$ cat src/rtl/lpx_pkg.sv
package lpx_pkg;

  typedef enum logic [2:0] {
    ST_FULL_ON      = 3'd0,
    ST_SLEEP        = 3'd1,
    ST_MEM_RESTORE  = 3'd2,
    ST_UNITS_ENABLE = 3'd3,
    ST_WAIT_READY   = 3'd4,
    ST_RELEASE      = 3'd5
  } seqState_e;

  // Strobes from the control FSM to the datapath.
  typedef struct packed {
    logic latchCfg;   // capture mode bits at sleep entry
    logic setSleep;   // set sleep-enable flag
    logic clrSleep;   // clear sleep-enable flag
    logic setEvent;   // record a wake event
    logic quiesceOn;  // quiesce phase (system mode only)
    logic memOff;     // memory held in self-refresh phase
    logic unitsOff;   // units held disabled phase
    logic irqOn;      // wake interrupt to core
    logic grantOn;    // fully on, bus may be granted
  } seqStrobe_t;

endpackage

$ cat src/rtl/lpx_wake_detect.sv
module lpx_wake_detect #(
  parameter int PSTATE_W = 2
) (
  input  logic                sysLat,
  input  logic                deepLat,
  input  logic                hostLat,
  input  logic                wakeIrqEn,
  input  logic                coreTbReq,
  input  logic                coreIrqReq,
  input  logic                busReqPending,
  input  logic [PSTATE_W-1:0] pmNext,
  input  logic [PSTATE_W-1:0] pmCur,
  output logic                wakeHit
);

  logic [PSTATE_W-1:0] pmDiff;
  logic                pmMismatch;
  logic                sysSrc;
  logic                coreSrc;

  // Per-bit compare of requested and current power state.
  for (genvar b = 0; b < PSTATE_W; b++) begin : g_pmcmp
    assign pmDiff[b] = pmNext[b] ^ pmCur[b];
  end

  assign pmMismatch = |pmDiff;

  always_comb begin
    sysSrc = coreTbReq | coreIrqReq;
    if (hostLat) sysSrc = sysSrc | busReqPending;
    else         sysSrc = sysSrc | pmMismatch;
  end

  // Core-only mode: deep sleep ignores the time base.
  assign coreSrc = coreIrqReq | (coreTbReq & ~deepLat);

  assign wakeHit = wakeIrqEn & (sysLat ? sysSrc : coreSrc);

endmodule

$ cat src/rtl/lpx_seq_ctrl.sv
module lpx_seq_ctrl
  import lpx_pkg::*;
(
  input  logic       clk,
  input  logic       rst_n,
  input  logic       sleepReq,
  input  logic       wakeHit,
  input  logic       memReady,
  input  logic       allReady,
  input  logic       sysLat,
  input  logic       memLpLat,
  output seqStrobe_t strobe
);

  seqState_e stateQ;
  seqState_e stateD;

  always_ff @(posedge clk or negedge rst_n) begin
    if (!rst_n) stateQ <= ST_FULL_ON;
    else        stateQ <= stateD;
  end

  always_comb begin
    stateD = stateQ;
    strobe = '0;
    unique case (stateQ)
      ST_FULL_ON: begin
        strobe.grantOn = 1'b1;
        if (sleepReq) begin
          strobe.latchCfg = 1'b1;
          strobe.setSleep = 1'b1;
          stateD          = ST_SLEEP;
        end
      end
      ST_SLEEP: begin
        strobe.quiesceOn = 1'b1;
        strobe.memOff    = 1'b1;
        strobe.unitsOff  = 1'b1;
        if (wakeHit) begin
          strobe.setEvent = 1'b1;
          if (!sysLat)       stateD = ST_WAIT_READY;
          else if (memLpLat) stateD = ST_MEM_RESTORE;
          else               stateD = ST_UNITS_ENABLE;
        end
      end
      ST_MEM_RESTORE: begin
        strobe.quiesceOn = 1'b1;
        strobe.unitsOff  = 1'b1;
        if (memReady) stateD = ST_UNITS_ENABLE;
      end
      ST_UNITS_ENABLE: begin
        strobe.quiesceOn = 1'b1;
        strobe.irqOn     = 1'b1;
        stateD           = ST_WAIT_READY;
      end
      ST_WAIT_READY: begin
        strobe.quiesceOn = 1'b1;
        if (allReady) stateD = ST_RELEASE;
      end
      ST_RELEASE: begin
        strobe.clrSleep = 1'b1;
        stateD          = ST_FULL_ON;
      end
      default: stateD = ST_FULL_ON;
    endcase
  end

endmodule

$ cat src/rtl/lpx_seq_dp.sv
module lpx_seq_dp
  import lpx_pkg::*;
#(
  parameter int NUM_UNITS = 4
) (
  input  logic                 clk,
  input  logic                 rst_n,
  input  seqStrobe_t           strobe,
  input  logic                 cfgSysMode,
  input  logic                 cfgMemLp,
  input  logic                 cfgDeepCore,
  input  logic                 cfgHostMode,
  input  logic                 evtClr,
  input  logic [NUM_UNITS-1:0] unitReady,
  input  logic                 coreReady,
  output logic                 sysLat,
  output logic                 memLpLat,
  output logic                 deepLat,
  output logic                 hostLat,
  output logic                 allReady,
  output logic                 sleepEn,
  output logic                 wakeEvent,
  output logic                 quiesce,
  output logic                 memEnable,
  output logic [NUM_UNITS-1:0] unitEnable,
  output logic                 coreIrq,
  output logic                 busGrant
);

  // Mode bits captured once per sleep episode.
  always_ff @(posedge clk or negedge rst_n) begin
    if (!rst_n) begin
      sysLat   <= 1'b0;
      memLpLat <= 1'b0;
      deepLat  <= 1'b0;
      hostLat  <= 1'b0;
    end else if (strobe.latchCfg) begin
      sysLat   <= cfgSysMode;
      memLpLat <= cfgMemLp;
      deepLat  <= cfgDeepCore;
      hostLat  <= cfgHostMode;
    end
  end

  always_ff @(posedge clk or negedge rst_n) begin
    if (!rst_n)               sleepEn <= 1'b0;
    else if (strobe.setSleep) sleepEn <= 1'b1;
    else if (strobe.clrSleep) sleepEn <= 1'b0;
  end

  // Event flag: a new wake wins over a software clear.
  always_ff @(posedge clk or negedge rst_n) begin
    if (!rst_n)               wakeEvent <= 1'b0;
    else if (strobe.setEvent) wakeEvent <= 1'b1;
    else if (evtClr)          wakeEvent <= 1'b0;
  end

  assign allReady = sysLat ? ((&unitReady) & coreReady) : coreReady;

  assign quiesce    = strobe.quiesceOn & sysLat;
  assign memEnable  = ~(strobe.memOff & sysLat & memLpLat);
  assign unitEnable = {NUM_UNITS{~(strobe.unitsOff & sysLat)}};
  assign coreIrq    = strobe.irqOn;
  assign busGrant   = strobe.grantOn;

endmodule

$ cat src/rtl/lpx_wake_seq.sv
module lpx_wake_seq
  import lpx_pkg::*;
#(
  parameter int NUM_UNITS = 4,
  parameter int PSTATE_W  = 2
) (
  input  logic                 clk,
  input  logic                 rst_n,
  input  logic                 sleepReq,
  input  logic                 cfgSysMode,
  input  logic                 cfgMemLp,
  input  logic                 cfgDeepCore,
  input  logic                 cfgHostMode,
  input  logic                 wakeIrqEn,
  input  logic                 evtClr,
  input  logic                 coreTbReq,
  input  logic                 coreIrqReq,
  input  logic                 busReqPending,
  input  logic [PSTATE_W-1:0]  pmNext,
  input  logic [PSTATE_W-1:0]  pmCur,
  input  logic                 memReady,
  input  logic [NUM_UNITS-1:0] unitReady,
  input  logic                 coreReady,
  output logic                 sleepEn,
  output logic                 wakeEvent,
  output logic                 quiesce,
  output logic                 memEnable,
  output logic [NUM_UNITS-1:0] unitEnable,
  output logic                 coreIrq,
  output logic                 busGrant
);

  seqStrobe_t strobe;
  logic       sysLat;
  logic       memLpLat;
  logic       deepLat;
  logic       hostLat;
  logic       allReady;
  logic       wakeHit;

  lpx_wake_detect #(.PSTATE_W(PSTATE_W)) u_detect (
    .sysLat       (sysLat),
    .deepLat      (deepLat),
    .hostLat      (hostLat),
    .wakeIrqEn    (wakeIrqEn),
    .coreTbReq    (coreTbReq),
    .coreIrqReq   (coreIrqReq),
    .busReqPending(busReqPending),
    .pmNext       (pmNext),
    .pmCur        (pmCur),
    .wakeHit      (wakeHit)
  );

  lpx_seq_ctrl u_ctrl (
    .clk     (clk),
    .rst_n   (rst_n),
    .sleepReq(sleepReq),
    .wakeHit (wakeHit),
    .memReady(memReady),
    .allReady(allReady),
    .sysLat  (sysLat),
    .memLpLat(memLpLat),
    .strobe  (strobe)
  );

  lpx_seq_dp #(.NUM_UNITS(NUM_UNITS)) u_dp (
    .clk        (clk),
    .rst_n      (rst_n),
    .strobe     (strobe),
    .cfgSysMode (cfgSysMode),
    .cfgMemLp   (cfgMemLp),
    .cfgDeepCore(cfgDeepCore),
    .cfgHostMode(cfgHostMode),
    .evtClr     (evtClr),
    .unitReady  (unitReady),
    .coreReady  (coreReady),
    .sysLat     (sysLat),
    .memLpLat   (memLpLat),
    .deepLat    (deepLat),
    .hostLat    (hostLat),
    .allReady   (allReady),
    .sleepEn    (sleepEn),
    .wakeEvent  (wakeEvent),
    .quiesce    (quiesce),
    .memEnable  (memEnable),
    .unitEnable (unitEnable),
    .coreIrq    (coreIrq),
    .busGrant   (busGrant)
  );

endmodule

$ cat config.mk
export PLATFORM = sky130hd
export DESIGN_NAME = lpx_wake_seq
export DESIGN_NICKNAME = d
export VERILOG_FILES = /design/src/rtl/lpx_pkg.sv /design/src/rtl/lpx_wake_detect.sv /design/src/rtl/lpx_seq_ctrl.sv /design/src/rtl/lpx_seq_dp.sv /design/src/rtl/lpx_wake_seq.sv
export SDC_FILE = /design/constraint.sdc
export NUM_CORES = 1
export LEC_CHECK = 0
export BUFFER_PORTS_ARGS = -buffer_cell sky130_fd_sc_hd__buf_2
export CAP_MARGIN = 25
export CORE_MARGIN = 4
export CORE_UTILIZATION = 38
export DETAILED_ROUTE_END_ITERATION = 8
export GPL_TIMING_DRIVEN = 1
export MAX_ROUTING_LAYER = met4
export PLACE_DENSITY = 0.79
export SYNTH_ARGS = -nofsm -noshare
export SYNTH_HDL_FRONTEND = slang
export SYNTH_SLANG_ARGS = --single-unit
$ cat constraint.sdc
create_clock -name clk -period 1.1 [get_ports clk]
set_input_delay 0.055 -clock clk [delete_from_list [all_inputs] [get_ports clk]]
set_output_delay 0.055 -clock clk [all_outputs]
set_load 0.02 [all_outputs]
==> impl_metrics.tcl, run 1 <==
set metrics [dict create \
    portBuffers 31 \
    final_util_pct 71.2 \
    wirelength_mm 1.83 \
    end_kind "primary output" \
    dominantRegCellSynth "dfrtp_1" \
    critical_path_class "reg -> out" \
    nets 137 \
    antenna_found_initial 0 \
    overflow 0 \
    finalSetupViolCount 17 \
    fp.dieH_um 47.7 \
    synth_area_um2 599 \
    dr.pass1.iters 4 \
    hold_class "in -> reg" \
    total_power_w 0.00300 \
    start_util_pct 39.8 \
    maxCapViolations 0 \
    die_w_um 47.7 \
    path_common_cell "buf_6" \
    ys_ff_latch 9 \
    avgRoutedWirePerCell_um 14.1 \
    antenna_cells 0 \
    hpwl_mm 1.26 \
    cts_tree "yes" \
    nFillCells 108 \
    endpoint "quiesce" \
    worst_slew_pin_slew_ns 0.284 \
    cp_top_family "buffers and inverters" \
    syn_area_per_cell_um2 9.67 \
    grt_pass1_wl_mm 2.78 \
    status "finished, violations left" \
    p_per_area_nw_per_um2 2800 \
    critPathLaunch "u_ctrl.stateQ[2]$_DFFE_PN0P_" \
    yosysSeqAreaShare_pct 37.6 \
    die_area_um2 2280 \
    r2r_cells 3 \
    placed_cell_area_um2 887 \
    drc_errors 0 \
    cts-root-buf "clkbuf_4" \
    ios 32 \
    yosysUniqueCellTypes 28 \
    p_leak_nw 0.519 \
    rr_startpoint "u_ctrl.stateQ[1]$_DFFE_PN0P_" \
    start_kind "flop" \
    grt_max_degree 10 \
    critPathRequiredTime_ns 1.04 \
    ant_nets 0 \
    htree_levels 1 \
    clk_pin_slew_ns 0.07 \
    violations "negative setup slack" \
    grt_use_total_pct 18.6 \
    drv_slew 0 \
    synthCells 62 \
    r2r-end "u_dp.deepLat$_DFFE_PN0P_" \
    clock_sinks 9 \
    gp_congestion 0.740 \
    max_freq_ghz 0.740 \
    path_max_fanout 5 \
    viasPerCell 5.02 \
    finalSetupTns_ns -2.82 \
    cp.depth 5 \
    synthArstFlopShare_pct 100 \
    grt_setup_unrepaired "true" \
    timing.slew.headroom_pct 81.0 \
    grt_pass1_vias 646 \
    yosysTopAreaCell "dfrtp_1" \
    cp_num_buf_inv 3 \
    finalHoldViolCount 0 \
    syn_nets 84 \
    fin_ws_ns -0.251 \
    fin_skew_ns 0.0103 \
    finalCriticalPeriod_ns 1.35 \
    final_cell_area_um2 1070 \
    synth_top_area_share_pct 37.6 \
    fin_crit_sh_pct 123 \
    rows 14 \
    cp_slowest_cell "dfrtp_1" \
    crit_chain "buf_6, buf_6, nor3_4, nor3_2, buf_4" \
    cts_buffer_depth 2 \
    slowest_delay_ns 0.38 \
    vias 653 \
    yosysWarnings 0 \
    synth_common_cells "dfrtp_1 (9), o21ai_0 (5), inv_1 (4), nand2_1 (4), nor2_1 (4)" \
    cts_buffers 3 \
    synthTopCellsByArea "dfrtp_1 (38%), mux2_1 (5.6%), o311ai_4 (4.4%)" \
    drive_gt1_share_pct 64.0 \
    crit_arrival_ns 1.30 \
    ir_drop_v 0.00142 \
    drt_iter0_drc 5 \
    core_um2 1510 \
    clk_latency_ns 0.26 \
    r2r_setup_slack_ns -0.22 \
    synth_edf_count 0 \
    synth.most_common_cell "dfrtp_1" \
    area_delta_synth_final_pct 78.9 \
]
## flip-flops by register name, indices dropped and copies added (netlist names)
register	flops
u_dp.memLpLat	1
u_ctrl.stateQ	3
u_dp.hostLat	1
u_dp.deepLat	1
u_dp.sleepEn	1
u_dp.wakeEvent	1
u_dp.sysLat	1
## worst min path at each step
stage                 from                           end  slack (ns)  depth (start not counted)
6_report       cfgDeepCore      u_dp.deepLat$_DFFE_PN0P_        0.01                          2
3_3_place_gp         rst_n      u_dp.sleepEn$_DFFE_PN0P_       -0.09                          1
2_1_floorplan        rst_n  u_ctrl.stateQ[0]$_DFFE_PN0P_       -0.24                          0
5_1_grt        cfgDeepCore      u_dp.deepLat$_DFFE_PN0P_        0.01                          2
4_1_cts        cfgHostMode      u_dp.hostLat$_DFFE_PN0P_       0.001                          2
3_5_place_dp         rst_n      u_dp.sleepEn$_DFFE_PN0P_       -0.09                          1
## cell type report
class,count,area (um2),share of cell area [%]
inverters,4,15.0,1.40
repair buffers,53,390,36.4
clock inverters,1,5.00,0.467
clock buffers,3,22.5,2.10
multi-input cells,44,390,36.4
flip-flops and latches,9,229,21.4
well taps,16,20.0,1.87
## routing by layer
metal  share of wire, %  global-route usage (%)
met1                 40                    21.4
met2                 53                    29.6
met4                2.2                    10.8
met3                4.6                    3.76
met5                  0                       -
## stage by stage
stage	hold slack, ns	setup WS [ns]	cells
5_1_grt	0.00958	-0.323	130
2_1_floorplan	-0.241	-0.117	62
3_3_place_gp	-0.0857	-0.104	119
6_report	0.0109	-0.251	130
4_1_cts	0.000964	-0.231	130
3_5_place_dp	-0.0864	-0.124	119
## worst register-to-register path: cells and delay by family, from the launching register on
| kind | cells | cell delay, ns |
|---|---|---|
| buf+inv | 1 | 0.16 |
| flops | 1 | 0.44 |
| mux | 1 | 0.35 |
| simple gates | 1 | 0.26 |
## report_power, final
part           total [W]  internal, W  switching (W)  leakage [nW]
clock           0.000251     0.000134       0.000117        0.0177
sequential      0.000655     0.000490       0.000165         0.105
combinational    0.00209      0.00115       0.000940         0.396
## cells by family (layout without fill, tap and decap cells)
family                 count (synthesis)  in the layout  synth area share, %
flip-flops                             9              9                 37.6
AO/OA/AOI/OAI                         16             16                 21.9
multiplexers                           3              3                 5.64
XOR/XNOR                               3              3                 4.38
AND/OR/NAND/NOR                       22             22                 22.5
buffers and inverters                  9             61                 7.93
## cells in the final DEF (no fill, tap or decap), drive strengths merged, types with 3 or more instances in the layout
cell / instances
buf: 51
clkbuf: 3
dfrtp: 9
inv: 4
mux2: 3
nand2: 4
nand2b: 3
nor2: 4
nor3: 4
o21ai: 5
xor2: 3
## timing repair
item                                   4_1_cts  5_1_grt
pin swaps                                    3        9
setup buffers                                5        1
hold buffers                                 2        0
setup endpoints to repair                   15       17
endpoints found under the hold margin       10        0
resized for setup                           15       16
No activity file was read; power rests on OpenSTA's default activity.
==> inputs of run 2 (changes only) <==
- ABC_AREA: not set -> 1
- PLACE_DENSITY: 0.79 -> 0.8
==> run 2 against run 1 <==
The flow still finishes with violations (negative setup slack). Clock power grew 7%. Design area fell by 1.8%. Critical path depth increased by 1. Via count up 8.1%. Wire length down 3.7%. Largest cell class is now buffers. Largest power group unchanged.
==> impl_metrics.tcl, run 2 <==
set metrics [dict create \
    clock_sinks 9 \
    fin_skew_ns 0.00265 \
    synth.most_common_cell "nand2_1" \
    grt_pass1_wl_mm 2.75 \
    antenna_found_initial 0 \
    fp.dieH_um 47.3 \
    maxCapViolations 0 \
    syn_nets 101 \
    grt_setup_unrepaired "true" \
    viasPerCell 4.80 \
    yosysWarnings 0 \
    cts-root-buf "clkbuf_4" \
    rows 13 \
    top_register "u_ctrl.stateQ" \
    synth_edf_count 0 \
    fin_crit_sh_pct 130 \
    avgRoutedWirePerCell_um 12.0 \
    yosysSeqAreaShare_pct 38.3 \
    finalHoldViolCount 0 \
    synthArstFlopShare_pct 100 \
    hpwl_mm 1.31 \
    max_freq_ghz 0.702 \
    synth_top_area_share_pct 38.3 \
    critPathRequiredTime_ns 1.04 \
    cts_buffer_depth 2 \
    end_kind "primary output" \
    antenna_cells 0 \
    p_per_area_nw_per_um2 3040 \
    vias 706 \
    synth_area_um2 588 \
    mostFrequentLayoutCell "buf_2" \
    nets 155 \
    largest_reg_flops 3 \
    synthCells 79 \
    violations "negative setup slack" \
    start_util_pct 42.5 \
    syn_area_per_cell_um2 7.44 \
    wirelength_mm 1.76 \
    grt_use_total_pct 18.4 \
    path_max_fanout 4 \
    final_cell_mix "buf_2 (23), nand2_1 (19), buf_4 (15)" \
    finalCriticalPeriod_ns 1.42 \
    status "finished, violations left" \
    start_kind "flop" \
    portBuffers 31 \
    critical_path_class "reg -> out" \
    hold_class "in -> reg" \
    ios 32 \
    htree_levels 1 \
    dominantRegCellSynth "dfrtp_1" \
    worst_slew_pin_slew_ns 0.205 \
    yosysTopAreaCell "dfrtp_1" \
    gp_congestion 0.808 \
    synthTopCellsByArea "dfrtp_1 (38%), nand2_1 (13%), mux2_4 (7.7%)" \
    overflow 0 \
    drc_errors 0 \
    finalSetupViolCount 16 \
    core_um2 1380 \
    final_util_pct 76.2 \
    ys_ff_latch 9 \
    die_w_um 47.3 \
    ant_nets 0 \
    timing.slew.headroom_pct 86.3 \
    die_area_um2 2240 \
    drive_gt1_share_pct 57.6 \
    area_delta_synth_final_pct 79.1 \
    crit_arrival_ns 1.37 \
    total_power_w 0.00320 \
    nFillCells 102 \
    cts_tree "yes" \
    clk_latency_ns 0.27 \
    p_leak_nw 0.594 \
    grt_pass1_vias 701 \
    grt_max_degree 10 \
    drt_iter0_drc 3 \
    ir_drop_v 0.00202 \
    drv_slew 0 \
    dr.pass1.iters 3 \
    yosysUniqueCellTypes 17 \
    clk_pin_slew_ns 0.07 \
    cts_buffers 3 \
    synth_common_cells "nand2_1 (20), inv_1 (10), dfrtp_1 (9)" \
    fin_ws_ns -0.325 \
]
[run 2: cell types whose count changed in the layout (fill, tap and decap cells not counted), sizes merged, moves of 2 or more]
cell / delta
nand2b: -3
nor2: +2
o21ai: +4
a21o: -2
a21oi: +3
nand3: +3
nand2: +19
nor3: -3
inv: +10
a32o: -2
xor2: -3
[run 2: final timing paths]
kind	from	slack, ns	endpoint	depth (start not counted)
worst max-delay path	u_ctrl.stateQ[2]$_DFFE_PN0P_	-0.32	unitEnable[0]	6
worst min-delay path	cfgDeepCore	0.02	u_dp.deepLat$_DFFE_PN0P_	2
worst max register to register	u_ctrl.stateQ[2]$_DFFE_PN0P_	-0.26	u_ctrl.stateQ[1]$_DFFE_PN0P_	9
worst min register to register	u_dp.sleepEn$_DFFE_PN0P_	0.50	u_dp.sleepEn$_DFFE_PN0P_	2
max in group asynchronous	rst_n	0.75	u_ctrl.stateQ[0]$_DFFE_PN0P_	2
min in group asynchronous	rst_n	0.16	u_dp.wakeEvent$_DFFE_PN0P_	2
[run 2: critical path, cell delays in order (launching register included)]
cell     delay (ns)
dfrtp_1        0.42
inv_2          0.09
nand2_2        0.11
nor2_4         0.05
buf_6          0.11
o21ai_4        0.18
buf_6          0.15
[run 2: metal layers]
layer,global-route usage [%],vias up,part of all wire [%]
li1,-,354,-
met5,-,-,0
met1,20.7,333,40
met3,8.05,2,4.9
met4,4.42,0,0.40
met2,29.7,17,55
[run 2: cells by family (layout without fill, tap and decap cells)]
family	after synthesis	count (layout)	share of synthesized area, %
compound gates	14	14	11.9
buf+inv	17	70	12.8
flops	9	9	38.3
mux	3	3	7.66
simple gates	36	36	29.4
[run 2: cell type report]
| type | count | area, um2 | area share (%) |
|---|---|---|---|
| repair buffers | 52 | 383 | 36.3 |
| multi-input cells | 53 | 343 | 32.5 |
| flip-flops and latches | 9 | 226 | 21.5 |
| inverters | 14 | 55.1 | 5.23 |
| clock buffers | 3 | 22.5 | 2.14 |
| well taps | 15 | 18.8 | 1.78 |
| clock inverters | 1 | 5.00 | 0.475 |
[run 2: where the power goes]
part / switching [W] / leakage [nW] / internal (W)
Clock: 0.000134 / 0.0177 / 0.000135
Sequential: 0.000168 / 0.106 / 0.000491
Combinational: 0.00110 / 0.470 / 0.00117
Total: 0.00140 / 0.594 / 0.00180
[run 2: repair_timing]
item,4_1_cts,5_1_grt
setup buffers,3,2
setup endpoints to repair,15,17
hold buffers,2,0
resized for setup,14,17
pin swaps,4,5
gates cloned,0,0
endpoints found under the hold margin,10,0
[run 2: metrics by stage]
step	setup WS (ns)	instances	hold WS [ns]	TNS (ns)	area, um2
after floorplan	-0.182	79	-0.241	-0.690	613
after global placement	-0.114	136	-0.0846	-0.633	870
after detailed placement	-0.118	136	-0.0856	-0.938	870
after CTS	-0.282	145	0.0145	-3.11	983
after global routing	-0.390	147	0.00287	-4.71	1050
final	-0.325	147	0.0164	-3.68	1050
